--- config.mk ---
export PLATFORM = sky130hd
export DESIGN_NAME = nand_ecc1b
export DESIGN_NICKNAME = d
export VERILOG_FILES = /design/src/rtl/nand_ecc_pkg.sv /design/src/rtl/eccCtrl.sv /design/src/rtl/eccDatapath.sv /design/src/rtl/nand_ecc1b.sv
export SDC_FILE = /design/constraint.sdc
export NUM_CORES = 1
export LEC_CHECK = 0
export ABC_AREA = 0
export CORE_MARGIN = 2
export CORE_UTILIZATION = 35
export CTS_CLUSTER_DIAMETER = 120
export DETAILED_ROUTE_END_ITERATION = 6
export GPL_TIMING_DRIVEN = 0
export HOLD_SLACK_MARGIN = 0.12
export PLACE_DENSITY_LB_ADDON = 0.12
export SLEW_MARGIN = 20
export SYNTH_ARGS = -nofsm -noshare
export SYNTH_HDL_FRONTEND = slang
export SYNTH_HIERARCHICAL = 1
export SYNTH_SLANG_ARGS = --single-unit
--- constraint.sdc ---
create_clock -name clk -period 6.6 [get_ports clk]
set_input_delay 1.32 -clock clk [delete_from_list [all_inputs] [get_ports clk]]
set_output_delay 1.32 -clock clk [all_outputs]
set_load 0.02 [all_outputs]
--- src/rtl/nand_ecc_pkg.sv ---
package nand_ecc_pkg;
  typedef enum logic [1:0] {
    ST_CLEAN   = 2'd0,
    ST_FIXED   = 2'd1,
    ST_CODEHIT = 2'd2,
    ST_BAD     = 2'd3
  } eccStatus_t;

  typedef struct packed {
    logic clearAcc;
    logic takeByte;
    logic latchCheck;
  } eccStrobe_t;
endpackage

--- src/rtl/eccCtrl.sv ---
module eccCtrl
  import nand_ecc_pkg::*;
#(
  parameter int DATA_BYTES = 512
) (
  input  logic       clk,
  input  logic       rst_n,
  input  logic       start,
  input  logic       codeRead,
  input  logic       dataValid,
  input  logic       checkValid,
  output eccStrobe_t strb,
  output logic       done
);
  localparam int CNT_W = $clog2(DATA_BYTES + 1);

  logic [CNT_W-1:0] byteCnt;
  logic             armed;
  logic             full;

  assign full = (byteCnt == CNT_W'(DATA_BYTES));

  always_comb begin
    strb.clearAcc   = start | codeRead;
    strb.takeByte   = armed & dataValid & ~full & ~start & ~codeRead;
    strb.latchCheck = checkValid;
  end

  always_ff @(posedge clk or negedge rst_n) begin
    if (!rst_n) begin
      byteCnt <= '0;
      armed   <= 1'b0;
      done    <= 1'b0;
    end else if (start) begin
      byteCnt <= '0;
      armed   <= 1'b1;
      done    <= 1'b0;
    end else if (codeRead) begin
      byteCnt <= '0;
      armed   <= 1'b0;
      done    <= 1'b0;
    end else if (strb.takeByte) begin
      byteCnt <= byteCnt + 1'b1;
      if (byteCnt == CNT_W'(DATA_BYTES - 1)) done <= 1'b1;
    end
  end

  // the count never passes the sector size
  p_count_bound_r8: assert property (@(posedge clk) disable iff (!rst_n)
    byteCnt <= CNT_W'(DATA_BYTES));

  // done only rises right after a byte was accepted
  p_done_after_take_r8: assert property (@(posedge clk) disable iff (!rst_n)
    $rose(done) |-> $past(strb.takeByte));

  // after a code read, no byte is accepted until a new start
  p_read_disarms_r9: assert property (@(posedge clk) disable iff (!rst_n)
    (codeRead && !start) |=> (start || !strb.takeByte));
endmodule

--- src/rtl/eccDatapath.sv ---
module eccDatapath
  import nand_ecc_pkg::*;
#(
  parameter int DATA_BYTES = 512,
  localparam int IDX_W  = $clog2(DATA_BYTES),
  localparam int HALF_W = IDX_W + 3,
  localparam int CODE_W = 2 * HALF_W
) (
  input  logic              clk,
  input  logic              rst_n,
  input  eccStrobe_t        strb,
  input  logic [7:0]        dataByte,
  input  logic [CODE_W-1:0] storedCode,
  output logic [CODE_W-1:0] codeOut,
  output logic              statusValid,
  output eccStatus_t        status,
  output logic [IDX_W-1:0]  fixByte,
  output logic [7:0]        fixMask
);
  logic [HALF_W-1:0] addrAcc, compAcc;
  logic [IDX_W-1:0]  posIdx;
  logic              bytePar;
  logic [2:0]        bitXor;
  logic [HALF_W-1:0] addrTerm, compTerm;

  always_comb begin
    bitXor = 3'd0;
    for (int j = 0; j < 8; j++)
      if (dataByte[j]) bitXor = bitXor ^ 3'(j);
    bytePar  = ^dataByte;
    addrTerm = {(bytePar ? posIdx : {IDX_W{1'b0}}), bitXor};
    compTerm = addrTerm ^ {HALF_W{bytePar}};
  end

  always_ff @(posedge clk or negedge rst_n) begin
    if (!rst_n) begin
      addrAcc <= '0;
      compAcc <= '0;
      posIdx  <= '0;
    end else if (strb.clearAcc) begin
      addrAcc <= '0;
      compAcc <= '0;
      posIdx  <= '0;
    end else if (strb.takeByte) begin
      addrAcc <= addrAcc ^ addrTerm;
      compAcc <= compAcc ^ compTerm;
      posIdx  <= posIdx + 1'b1;
    end
  end

  assign codeOut = ~{addrAcc, compAcc};

  // syndrome decode
  logic [CODE_W-1:0] syn;
  logic [IDX_W-1:0]  synIdx;
  logic [2:0]        synBit;
  logic              idxOk;
  eccStatus_t        nextStatus;

  assign syn    = codeOut ^ storedCode;
  assign synIdx = syn[CODE_W-1 -: IDX_W];
  assign synBit = syn[HALF_W+2:HALF_W];

  generate
    if (DATA_BYTES < (1 << IDX_W)) begin : g_rangeCheck
      assign idxOk = ({1'b0, synIdx} < (IDX_W+1)'(DATA_BYTES));
    end else begin : g_fullRange
      assign idxOk = 1'b1;
    end
  endgenerate

  always_comb begin
    if (syn == '0)
      nextStatus = ST_CLEAN;
    else if ((syn[CODE_W-1:HALF_W] ^ syn[HALF_W-1:0]) == {HALF_W{1'b1}})
      nextStatus = idxOk ? ST_FIXED : ST_BAD;
    else if ($countones(syn) == 1)
      nextStatus = ST_CODEHIT;
    else
      nextStatus = ST_BAD;
  end

  always_ff @(posedge clk or negedge rst_n) begin
    if (!rst_n) begin
      statusValid <= 1'b0;
      status      <= ST_CLEAN;
      fixByte     <= '0;
      fixMask     <= '0;
    end else begin
      statusValid <= strb.latchCheck;
      if (strb.latchCheck) begin
        status  <= nextStatus;
        fixByte <= (nextStatus == ST_FIXED) ? synIdx : '0;
        fixMask <= (nextStatus == ST_FIXED) ? (8'd1 << synBit) : 8'd0;
      end
    end
  end

  // a compare request yields a result on the next cycle
  p_result_next_r10: assert property (@(posedge clk) disable iff (!rst_n)
    strb.latchCheck |=> statusValid);

  // a data fix flips exactly one bit
  p_fix_onehot_r5: assert property (@(posedge clk) disable iff (!rst_n)
    (statusValid && status == ST_FIXED) |-> ($countones(fixMask) == 1));

  // outcomes other than a data fix touch no data
  p_no_patch_r6: assert property (@(posedge clk) disable iff (!rst_n)
    (statusValid && status != ST_FIXED) |-> (fixMask == 8'd0));

  // a clear leaves the erased-sector code
  p_clear_code_r11: assert property (@(posedge clk) disable iff (!rst_n)
    strb.clearAcc |=> (codeOut == {CODE_W{1'b1}}));
endmodule

--- src/rtl/nand_ecc1b.sv ---
module nand_ecc1b
  import nand_ecc_pkg::*;
#(
  parameter int DATA_BYTES = 512,
  localparam int IDX_W  = $clog2(DATA_BYTES),
  localparam int CODE_W = 2 * (IDX_W + 3)
) (
  input  logic              clk,
  input  logic              rst_n,
  input  logic              start,
  input  logic              codeRead,
  input  logic              dataValid,
  input  logic [7:0]        dataByte,
  input  logic              checkValid,
  input  logic [CODE_W-1:0] storedCode,
  output logic [CODE_W-1:0] codeOut,
  output logic              done,
  output logic              statusValid,
  output logic [1:0]        status,
  output logic [IDX_W-1:0]  fixByte,
  output logic [7:0]        fixMask
);
  eccStrobe_t strb;
  eccStatus_t statusInt;

  eccCtrl #(.DATA_BYTES(DATA_BYTES)) u_ctrl (
    .clk       (clk),
    .rst_n     (rst_n),
    .start     (start),
    .codeRead  (codeRead),
    .dataValid (dataValid),
    .checkValid(checkValid),
    .strb      (strb),
    .done      (done)
  );

  eccDatapath #(.DATA_BYTES(DATA_BYTES)) u_dp (
    .clk        (clk),
    .rst_n      (rst_n),
    .strb       (strb),
    .dataByte   (dataByte),
    .storedCode (storedCode),
    .codeOut    (codeOut),
    .statusValid(statusValid),
    .status     (statusInt),
    .fixByte    (fixByte),
    .fixMask    (fixMask)
  );

  assign status = statusInt;
endmodule

Word level (Yosys, flattened, before mapping)
Index checks and enable logic that the tools add are counted.
- register bits: 65
- input bits: 38
- logic and storage cells: 96
- add/sub/neg operators: 25
- eq/ne operators: 5
- shift operators: 1
- muxes and demuxes: 28
- bitwise operators: 20
- reductions and logical operators: 7
- operators by type and width (kind ; count):
    adder 32 bit ; 11
    2-to-1 mux 12 bit ; 4
    bitwise XOR 12 bit ; 4
    2-to-1 mux 9 bit ; 4
    equality test 32 x 2 -> 1 bit (second input constant) ; 1
    2-to-1 mux 10 bit ; 3
    adder 1 x 1 -> 2 bit ; 12
    zero test 24 bit ; 1
    NOT 24 bit ; 1
    bitwise XOR 24 bit ; 1
    equality test 12 bit (second input constant) ; 1
    2-to-1 mux 3 bit ; 4
    adder 10 x 1 -> 10 bit (second input constant) ; 1
    equality test 10 bit (second input constant) ; 1
    equality test 10 x 9 -> 1 bit (second input constant) ; 1
    adder 9 x 1 -> 9 bit (second input constant) ; 1
    2-to-1 mux 1 bit ; 8
    2-to-1 mux 2 bit ; 4
    2-to-1 mux 8 bit ; 1
    parity 8 bit ; 1
    << shifter 1 x 3 -> 8 bit (first input constant) ; 1
    NOT 2 bit ; 3
    nonzero test 3 bit ; 2
    bitwise AND 1 bit ; 4
    7 further kinds ; 11

Longest topological paths before layout
Gate-level depths: netlist of run 1.
- depth in word-level cells: 15
- gate-level depth with buffers: 16
- mapped depth without buffers: 16

Hierarchy
The synthesis of run 1 kept the hierarchy.
- by module, submodules not included (module ; instances ; cells each ; area an instance (um^2)):
    eccDatapath ; 1 ; 352 ; 3499.6
    eccCtrl ; 1 ; 68 ; 645.6

Worst setup path after synthesis of run 1
No wires, ideal clock.
- kind: input to register
- start: input storedCode[0]
- end: register u_dp.status[0]
- library setup time: 0.090 ns
- data arrival time: 5.143 ns
- data required time: 6.510 ns
- slack: 1.367 ns
- stages: 14
- path through: xnor2_1 -> inv_1 -> fa_1 -> fa_1 -> fa_1 -> fa_1 -> inv_1 -> fa_1 -> ha_1 -> fa_1 -> nand3_1 -> o21ai_0 -> a41o_1 -> o221ai_1
- longest elaborated chain between the ends: 10
- elaborated cells between the ends (all ways): 13
- those cells by class: add/sub: 5; eq/ne: 2; mux: 3; bitwise: 2; reduce/logical: 1
- RTL lines (what ; line ; RTL):
    from (decl) ; nand_ecc1b.sv:15 ; input logic [CODE_W-1:0] storedCode,
    bitwise XOR 24 bit * ; eccDatapath.sv:60 ; assign syn = codeOut ^ storedCode;
    adder 1 x 1 -> 2 bit (implied by the code) ; eccDatapath.sv:77 ; else if ($countones(syn) == 1)
    adder 32 bit (implied by the code) (4 in a row) ; eccDatapath.sv:77 ;
    equality test 32 x 2 -> 1 bit ; eccDatapath.sv:77 ;
    2-to-1 mux 1 bit ; eccDatapath.sv:77 ;
    2-to-1 mux 2 bit ; eccDatapath.sv:75 ; else if ((syn[CODE_W-1:HALF_W] ^ syn[HALF_W-1:0]) == {HALF_W{1'b1}})
    2-to-1 mux 2 bit * ; eccDatapath.sv:73 ; if (syn == '0)
    to (signal assigned) ; eccDatapath.sv:92 ; status <= nextStatus;
    to (decl) ; eccDatapath.sv:16 ; output eccStatus_t status,
Mark *: on every way between the ends. The rest lies on a longest branch, timed or not.
A chain may end at the register's enable or synchronous reset.

Worst setup path in the final report of run 1
- start: input storedCode[19]
- end: register u_dp.status[0]
- longest elaborated chain between the ends: 9
- elaborated cells between the ends (all ways): 12
- those cells by class: add/sub: 4; eq/ne: 2; mux: 3; bitwise: 2; reduce/logical: 1
- RTL lines (what ; line):
    bitwise XOR 24 bit * ; eccDatapath.sv:60
    adder 1 x 1 -> 2 bit (implied by the code) ; eccDatapath.sv:77
    adder 32 bit (implied by the code) (3 in a row) ; eccDatapath.sv:77
    equality test 32 x 2 -> 1 bit ; eccDatapath.sv:77
    2-to-1 mux 1 bit ; eccDatapath.sv:77
    2-to-1 mux 2 bit ; eccDatapath.sv:75
    2-to-1 mux 2 bit * ; eccDatapath.sv:73
Marked as above.

==> results of run 1 <==
[worst min-delay path by stage]
| stage | slack [ns] | from | end | cells past startpoint |
|---|---|---|---|---|
| floorplan | 0.46 | u_ctrl/byteCnt[9] | u_ctrl/byteCnt[9] | 1 |
| global placement | 0.48 | u_dp/fixMask[6] | u_dp/fixMask[6] | 1 |
| detailed placement | 0.48 | u_dp/fixMask[6] | u_dp/fixMask[6] | 1 |
| CTS | 0.50 | u_dp/fixMask[6] | u_dp/fixMask[6] | 1 |
| global route | 0.51 | u_dp/fixMask[4] | u_dp/fixMask[4] | 1 |
| finish | 0.49 | u_dp/fixMask[6] | u_dp/fixMask[6] | 1 |
[placed cells by master (no fill, tap or decap), types with 2 or more instances in the layout]
master           Yosys  final
clkdlybuf4s50_1      0     80
dfrtp_1             65     65
inv_1               55     55
nor2_1              40     40
xnor2_1             34     34
xor2_1              21     21
a21oi_1             20     20
nand2_1             17     17
fa_1                17     17
o2bb2ai_1           16     16
o31ai_1             15     15
or4_1               14     14
clkbuf_1            13     13
nand4_1             10     10
ha_1                10     10
clkbuf_16            0      9
mux2_2               9      9
nand3_1              8      8
nor3b_1              8      8
o21ai_0              7      7
or3_1                6      6
nor4_1               5      5
mux2i_1              4      4
clkinv_2             0      3
clkinvlp_4           0      2
clkinv_4             0      2
buf_4                1      2
buf_2                2      2
xor2_2               2      2
[critical path: stages]
cell and delay (ns):
clkdlybuf4s50_1 0.47, xor2_1 0.51, fa_1 0.54, fa_1 0.49, inv_1 0.05, fa_1 0.47, inv_1 0.05, fa_1 0.48
inv_1 0.05, fa_1 0.45, ha_1 0.22, fa_1 0.38, nand3_1 0.08, o21ai_0 0.07, a41o_1 0.24, o221ai_1 0.13
[flip-flops by register name, summed over array words and instances (netlist names)]
| name | count |
|---|---|
| u_dp/addrAcc | 12 |
| u_dp/compAcc | 12 |
| u_ctrl/byteCnt | 10 |
| u_dp/fixByte | 9 |
| u_dp/posIdx | 9 |
| u_dp/fixMask | 8 |
| u_dp/status | 2 |
| u_ctrl/armed | 1 |
| u_ctrl/done | 1 |
| u_dp/statusValid | 1 |
[cell families (layout without fill, tap and decap cells)]
kind of cell / count (synthesis) / in the layout / share of synthesized area, %
and+or+nand+nor: 115 / 115 / 14.5
buffers and inverters: 74 / 172 / 7.30
AOI/OAI and AO/OA: 67 / 67 / 11.2
DFF: 65 / 65 / 39.2
xor gates and xnor gates: 58 / 58 / 12.8
adders and majority gates: 27 / 27 / 11.2
muxes: 14 / 14 / 3.68
[report_power, final]
part	internal [mW]	total, mW	switching [mW]
Clock	0.253	0.438	0.185
Sequential	0.410	0.422	0.0119
Combinational	0.259	0.584	0.326
[final cells by class]
class,instances,area (um2)
inverter,55,206
clock buffer,9,225
tap,143,179
timing repair buffer,82,828
buffer,19,96.3
multi-input combinational,281,2220
clock inverter,7,47.5
fill,1089,6040
sequential,65,1630
[metal layers]
| layer | vias up | wire length [um] | track usage (%) |
|---|---|---|---|
| li1 | 1614 | - | - |
| met1 | 1616 | 5000 | 24.0 |
| met2 | 78 | 5180 | 28.1 |
| met3 | 8 | 609 | 3.54 |
| met4 | 0 | 136 | 6.50 |
| met5 | - | 0 | 0 |
==> reports/metrics.cfg, run 1 <==
[run_status]
outcome=completed

[placement]
gp_congestion=0.804
dpl-instance-area_um2=5150
dpl.hpwl_um=8430
io_buffers=81
place_ws_ns=0.479
post-place-cells=645

[yosys]
synthTopCellsByCount=dfrtp_1 (65), inv_1 (55), nor2_1 (40)
synthDistinctLibCells=45
yosysMostFrequentCell=dfrtp_1
syn_inst=420
syn_avg_cell_area_um2=9.87
synth_area_um2=4150
synth-edff-count=0
synth.area.top_cells=dfrtp_1 (39%), fa_1 (8.2%), xnor2_1 (7.2%)
yosysSeqAreaShare_pct=39.2
synth-seq-cells=65
synth-main-ff-cell=dfrtp_1
synthArstFlopShare_pct=100
netlist.area_leader.share_pct=39.2
yosysWarnings=6
synth_nets=485
synth_top_area_cell=dfrtp_1

[floorplan]
die_h_um=113
die_x_um=113
pin_count=83
rows=39
initial_core_util_pct=36.1
core_um2=11500
dieArea_um2=12700

[setup_path]
crit_type=in2reg
cp_max_fo=4
cp-startpoint=storedCode[19]
critPathLaunchType=primary input
worst_ep_arrival_time_ns=6.02
crit_end=u_dp/status[0]
reg2reg_slack_ns=1.88
critPathCaptureType=register
required_ns=6.84
reg2reg_from=u_dp/addrAcc[7]
r2r_cells=15
reg2reg_to=u_dp/status[0]

[timing]
setup_viol=0
tns_ns=0
max_slew_margin_pct=50.2
slew_viol_final=0
fin_worst_skew_ns=0.0120
hold_ws_ns=0.488
finalCritPeriodShare_pct=87.5
rsz0062_at_grt=no
fmax_mhz=173
max_slew.worst_pin.slew_ns=0.742
period_needed_ns=5.77
finalHoldViolations=0
fin_ws_ns=0.826

[power]
p_leak_nw=2.26
total_power_mw=1.45
ir_drop_mv=0.261
p_per_area_nw_per_um2=266

[cells_and_area]
post-route-util_pct=47.3
area_growth_syn_to_layout_pct=30.9
layout-drive-gt1-share_pct=7.14
nets=578
num_antenna_cells=0
fin_area_um2=5430
finalNonFillerCells=661

[global_routing]
gr-total-overflow=0
grt_max_degree=34
first_global_vias=3465
antenna_found_initial=0
grt_first_pass_wirelength_um=17700
grtUsageTotal_pct=17.6

[clock_tree]
cts_tree=yes
root_buffer=clkbuf_16
htreeDepth=3
cts_sinks=65
clkTransAtPathRegs_ns=0.06
post_cts_resized=0
clockBufferDepth=2
clk_latency_ns=0.33
numCtsBuffers=9
cts_setup_buffers=0
postCtsHoldBufs=0

[routing]
drt_wl_total_um=10900
first_pass_iters=4
first_iter_violations=150
routedWlPerCell_um=16.5
ant_nets=0
drc=0
route.vias.total=3316
viasPerCell=5.02

[min_path]
hold_path.class=reg2reg

[flow_run]
max-cap-violations=0

No activity file was read; power rests on OpenSTA's default activity.
==> run 2, diff against run 1 <==
CORE_UTILIZATION = 56   (was 35)
CTS_CLUSTER_SIZE = 16   (was default)
clock period = 7.5 ns   (was 6.6 ns; I/O delays follow)
==> run 2 against run 1 <==
Compared with the run above: power fell by 18%; sequential share of layout area rose by 0.79 points; count of clock-buffer cells in the layout rose by 1; hold slack improved by 0.010 ns; cell count fell by 6.7%; setup slack improved by 0.72 ns; register-to-register slack improved by 0.87 ns; sequential power fell by 12%; die area fell by 36%; clock skew fell by 0.0046 ns; final area fell by 2.6%; critical endpoint unchanged; largest cell class unchanged; highest routed layer unchanged.
==> reports/metrics.cfg, run 2 (synthesis results as in run 1) <==
[timing]
fin_worst_skew_ns=0.00735  ; was 0.0120 ns
period_needed_ns=5.96
rsz0062_at_grt=no  ; unchanged
tns_ns=0  ; unchanged
finalHoldViolations=0  ; unchanged
slew_viol_final=0  ; unchanged
setup_viol=0  ; unchanged
fin_ws_ns=1.54  ; was 0.826 ns
max_slew_margin_pct=51.7  ; was 50.2%
max_slew.worst_pin.slew_ns=0.718  ; was 0.742 ns
finalCritPeriodShare_pct=79.4
fmax_mhz=168

[clock_tree]
clkTransAtPathRegs_ns=0.08  ; was 0.06 ns
post_cts_resized=0  ; unchanged
root_buffer=clkbuf_8  ; was clkbuf_16
postCtsHoldBufs=0  ; unchanged
clk_latency_ns=0.35  ; was 0.33 ns
cts_sinks=65  ; unchanged
htreeDepth=3  ; unchanged
cts_setup_buffers=0  ; unchanged
numCtsBuffers=9  ; unchanged
cts_tree=yes  ; unchanged
clockBufferDepth=2  ; unchanged

[setup_path]
reg2reg_slack_ns=2.75  ; was 1.88 ns
required_ns=7.70  ; was 6.84 ns
reg2reg_from=u_dp/addrAcc[9]  ; was u_dp/addrAcc[7]
reg2reg_to=u_dp/status[0]  ; unchanged
critPathSlowestCell=fa_1  ; unchanged
crit_top_cell=fa_1  ; unchanged
max_stage_delay_ns=0.55  ; was 0.54 ns
worst_ep_arrival_time_ns=6.15  ; was 6.02 ns
cp_max_fo=4  ; unchanged
critPathLaunchType=primary input  ; unchanged
crit_type=in2reg  ; unchanged
r2r_cells=14  ; was 15
path_cells=clkdlybuf4s50_1 -> xor2_1 -> fa_1 -> fa_1 -> inv_1 -> fa_1 -> inv_1 -> fa_1 -> inv_1 -> fa_1 -> ha_1 -> fa_1 -> nor2_1 -> a41o_1 -> o221ai_1  ; was clkdlybuf4s50_1 -> xor2_1 -> fa_1 -> fa_1 -> inv_1 -> fa_1 -> inv_1 -> fa_1 -> inv_1 -> fa_1 -> ha_1 -> fa_1 -> nand3_1 -> o21ai_0 -> a41o_1 -> o221ai_1
critPathCaptureType=register  ; unchanged

[cells_and_area]
final_common_cell=clkdlybuf4s50_1  ; unchanged
area_growth_syn_to_layout_pct=27.5  ; was 30.9%
num_antenna_cells=0  ; unchanged
nets=578  ; unchanged
seq_area_um2=1630  ; unchanged
fin_area_um2=5290  ; was 5430 um2
multi_input_area_um2=2220  ; unchanged
fillers=560  ; was 1089
final_cell_mix=clkdlybuf4s50_1 (80), dfrtp_1 (65), inv_1 (55)  ; unchanged
layout-drive-gt1-share_pct=7.14  ; unchanged
reg_top3=u_dp/addrAcc x12, u_dp/compAcc x12, u_ctrl/byteCnt x10  ; unchanged

[routing]
ant_nets=0  ; unchanged
drt_wl_total_um=10800  ; was 10900 um
route.vias.total=3501  ; was 3316
routedWlPerCell_um=17.5  ; was 16.5 um
drc=0  ; unchanged
first_iter_violations=269  ; was 150
first_pass_iters=5  ; was 4
viasPerCell=5.67  ; was 5.02

[floorplan]
core_um2=7210  ; was 11500 um2
dieArea_um2=8110  ; was 12700 um2
die_h_um=90.0  ; was 113 um
pin_count=83  ; unchanged
rows=31  ; was 39
die_x_um=90.0  ; was 113 um
initial_core_util_pct=57.5  ; was 36.1%

[global_routing]
grt_max_degree=48  ; was 34
grtUsageTotal_pct=27.2  ; was 17.6%
gr-total-overflow=0  ; unchanged
grt_first_pass_wirelength_um=17300  ; was 17700 um
first_global_vias=3465  ; unchanged
antenna_found_initial=0  ; unchanged

[power]
total_power_mw=1.19  ; was 1.45 mW
p_leak_nw=2.21  ; was 2.26 nW
p_per_area_nw_per_um2=225  ; was 266 nW/um2
ir_drop_mv=0.121  ; was 0.261 mV

[flow_run]
max-cap-violations=0  ; unchanged

[run_status]
outcome=completed  ; unchanged

[placement]
gp_congestion=0.890  ; was 0.804
dpl-instance-area_um2=5100  ; was 5150 um2
place_ws_ns=1.23  ; was 0.479 ns
dpl.hpwl_um=8190  ; was 8430 um
io_buffers=81  ; unchanged

[min_path]
hold_path.class=reg2reg  ; unchanged
hold_end=u_dp/fixByte[5]  ; was u_dp/fixMask[6]
holdPathStages=1  ; unchanged
hold_start=u_dp/fixByte[5]  ; was u_dp/fixMask[6]

run 2: cell count changes in the layout (fill, tap and decap cells not counted), sizes merged:
cell | before | now
clkinvlp | 2 | 4
clkinv | 5 | 2
clkbuf | 22 | 23
run 2: metal layers:
metal  share of wire [%]  GRT usage, %  wire length [um]
met3                 7.6          6.62               819
met4                 2.0          10.5               218
met2                  50          44.9              5390
met5                   0             0                 0
met1                  40          34.8              4370
run 2: final cells by class:
class,count,share of cell area [%]
buffer,19,1.82
clock buffer,10,2.60
clock inverter,6,0.828
inverter,55,3.91
multi-input combinational,281,41.9
sequential,65,30.8
tap,99,2.34
timing repair buffer,82,15.8
run 2: worst max-delay path by stage:
stage / from / end / slack, ns / cells after the start
5_1_grt: storedCode[21] / u_dp/status[0] / 1.40 / 16
4_1_cts: storedCode[21] / u_dp/status[0] / 1.55 / 15
2_1_floorplan: storedCode[0] / u_dp/status[0] / 2.09 / 14
6_report: storedCode[21] / u_dp/status[0] / 1.54 / 15
3_3_place_gp: storedCode[19] / u_dp/status[0] / 1.31 / 16
3_5_place_dp: storedCode[21] / u_dp/status[0] / 1.23 / 15
run 2: stage by stage:
stage / hold WS, ns / std cells / utilization, %
finish: 0.498 / 617 / 73.3
detailed placement: 0.477 / 601 / 70.8
global placement: 0.467 / 600 / 70.4
CTS: 0.499 / 617 / 73.3
floorplan: 0.463 / 420 / -
global route: 0.505 / 617 / 73.3
run 2: critical path: cells and delay by family:
kind            cells  cell delay, ns
compound gates      2            0.29
xor+xnor            1            0.53
fa+ha+maj           7            3.11
buf+inv             4            0.62
simple gates        1            0.12
run 2: report_power, final:
part           switching (mW)  internal [mW]  total (mW)
registers              0.0104          0.361       0.371
clock network           0.150          0.129       0.279
logic                   0.304          0.238       0.541
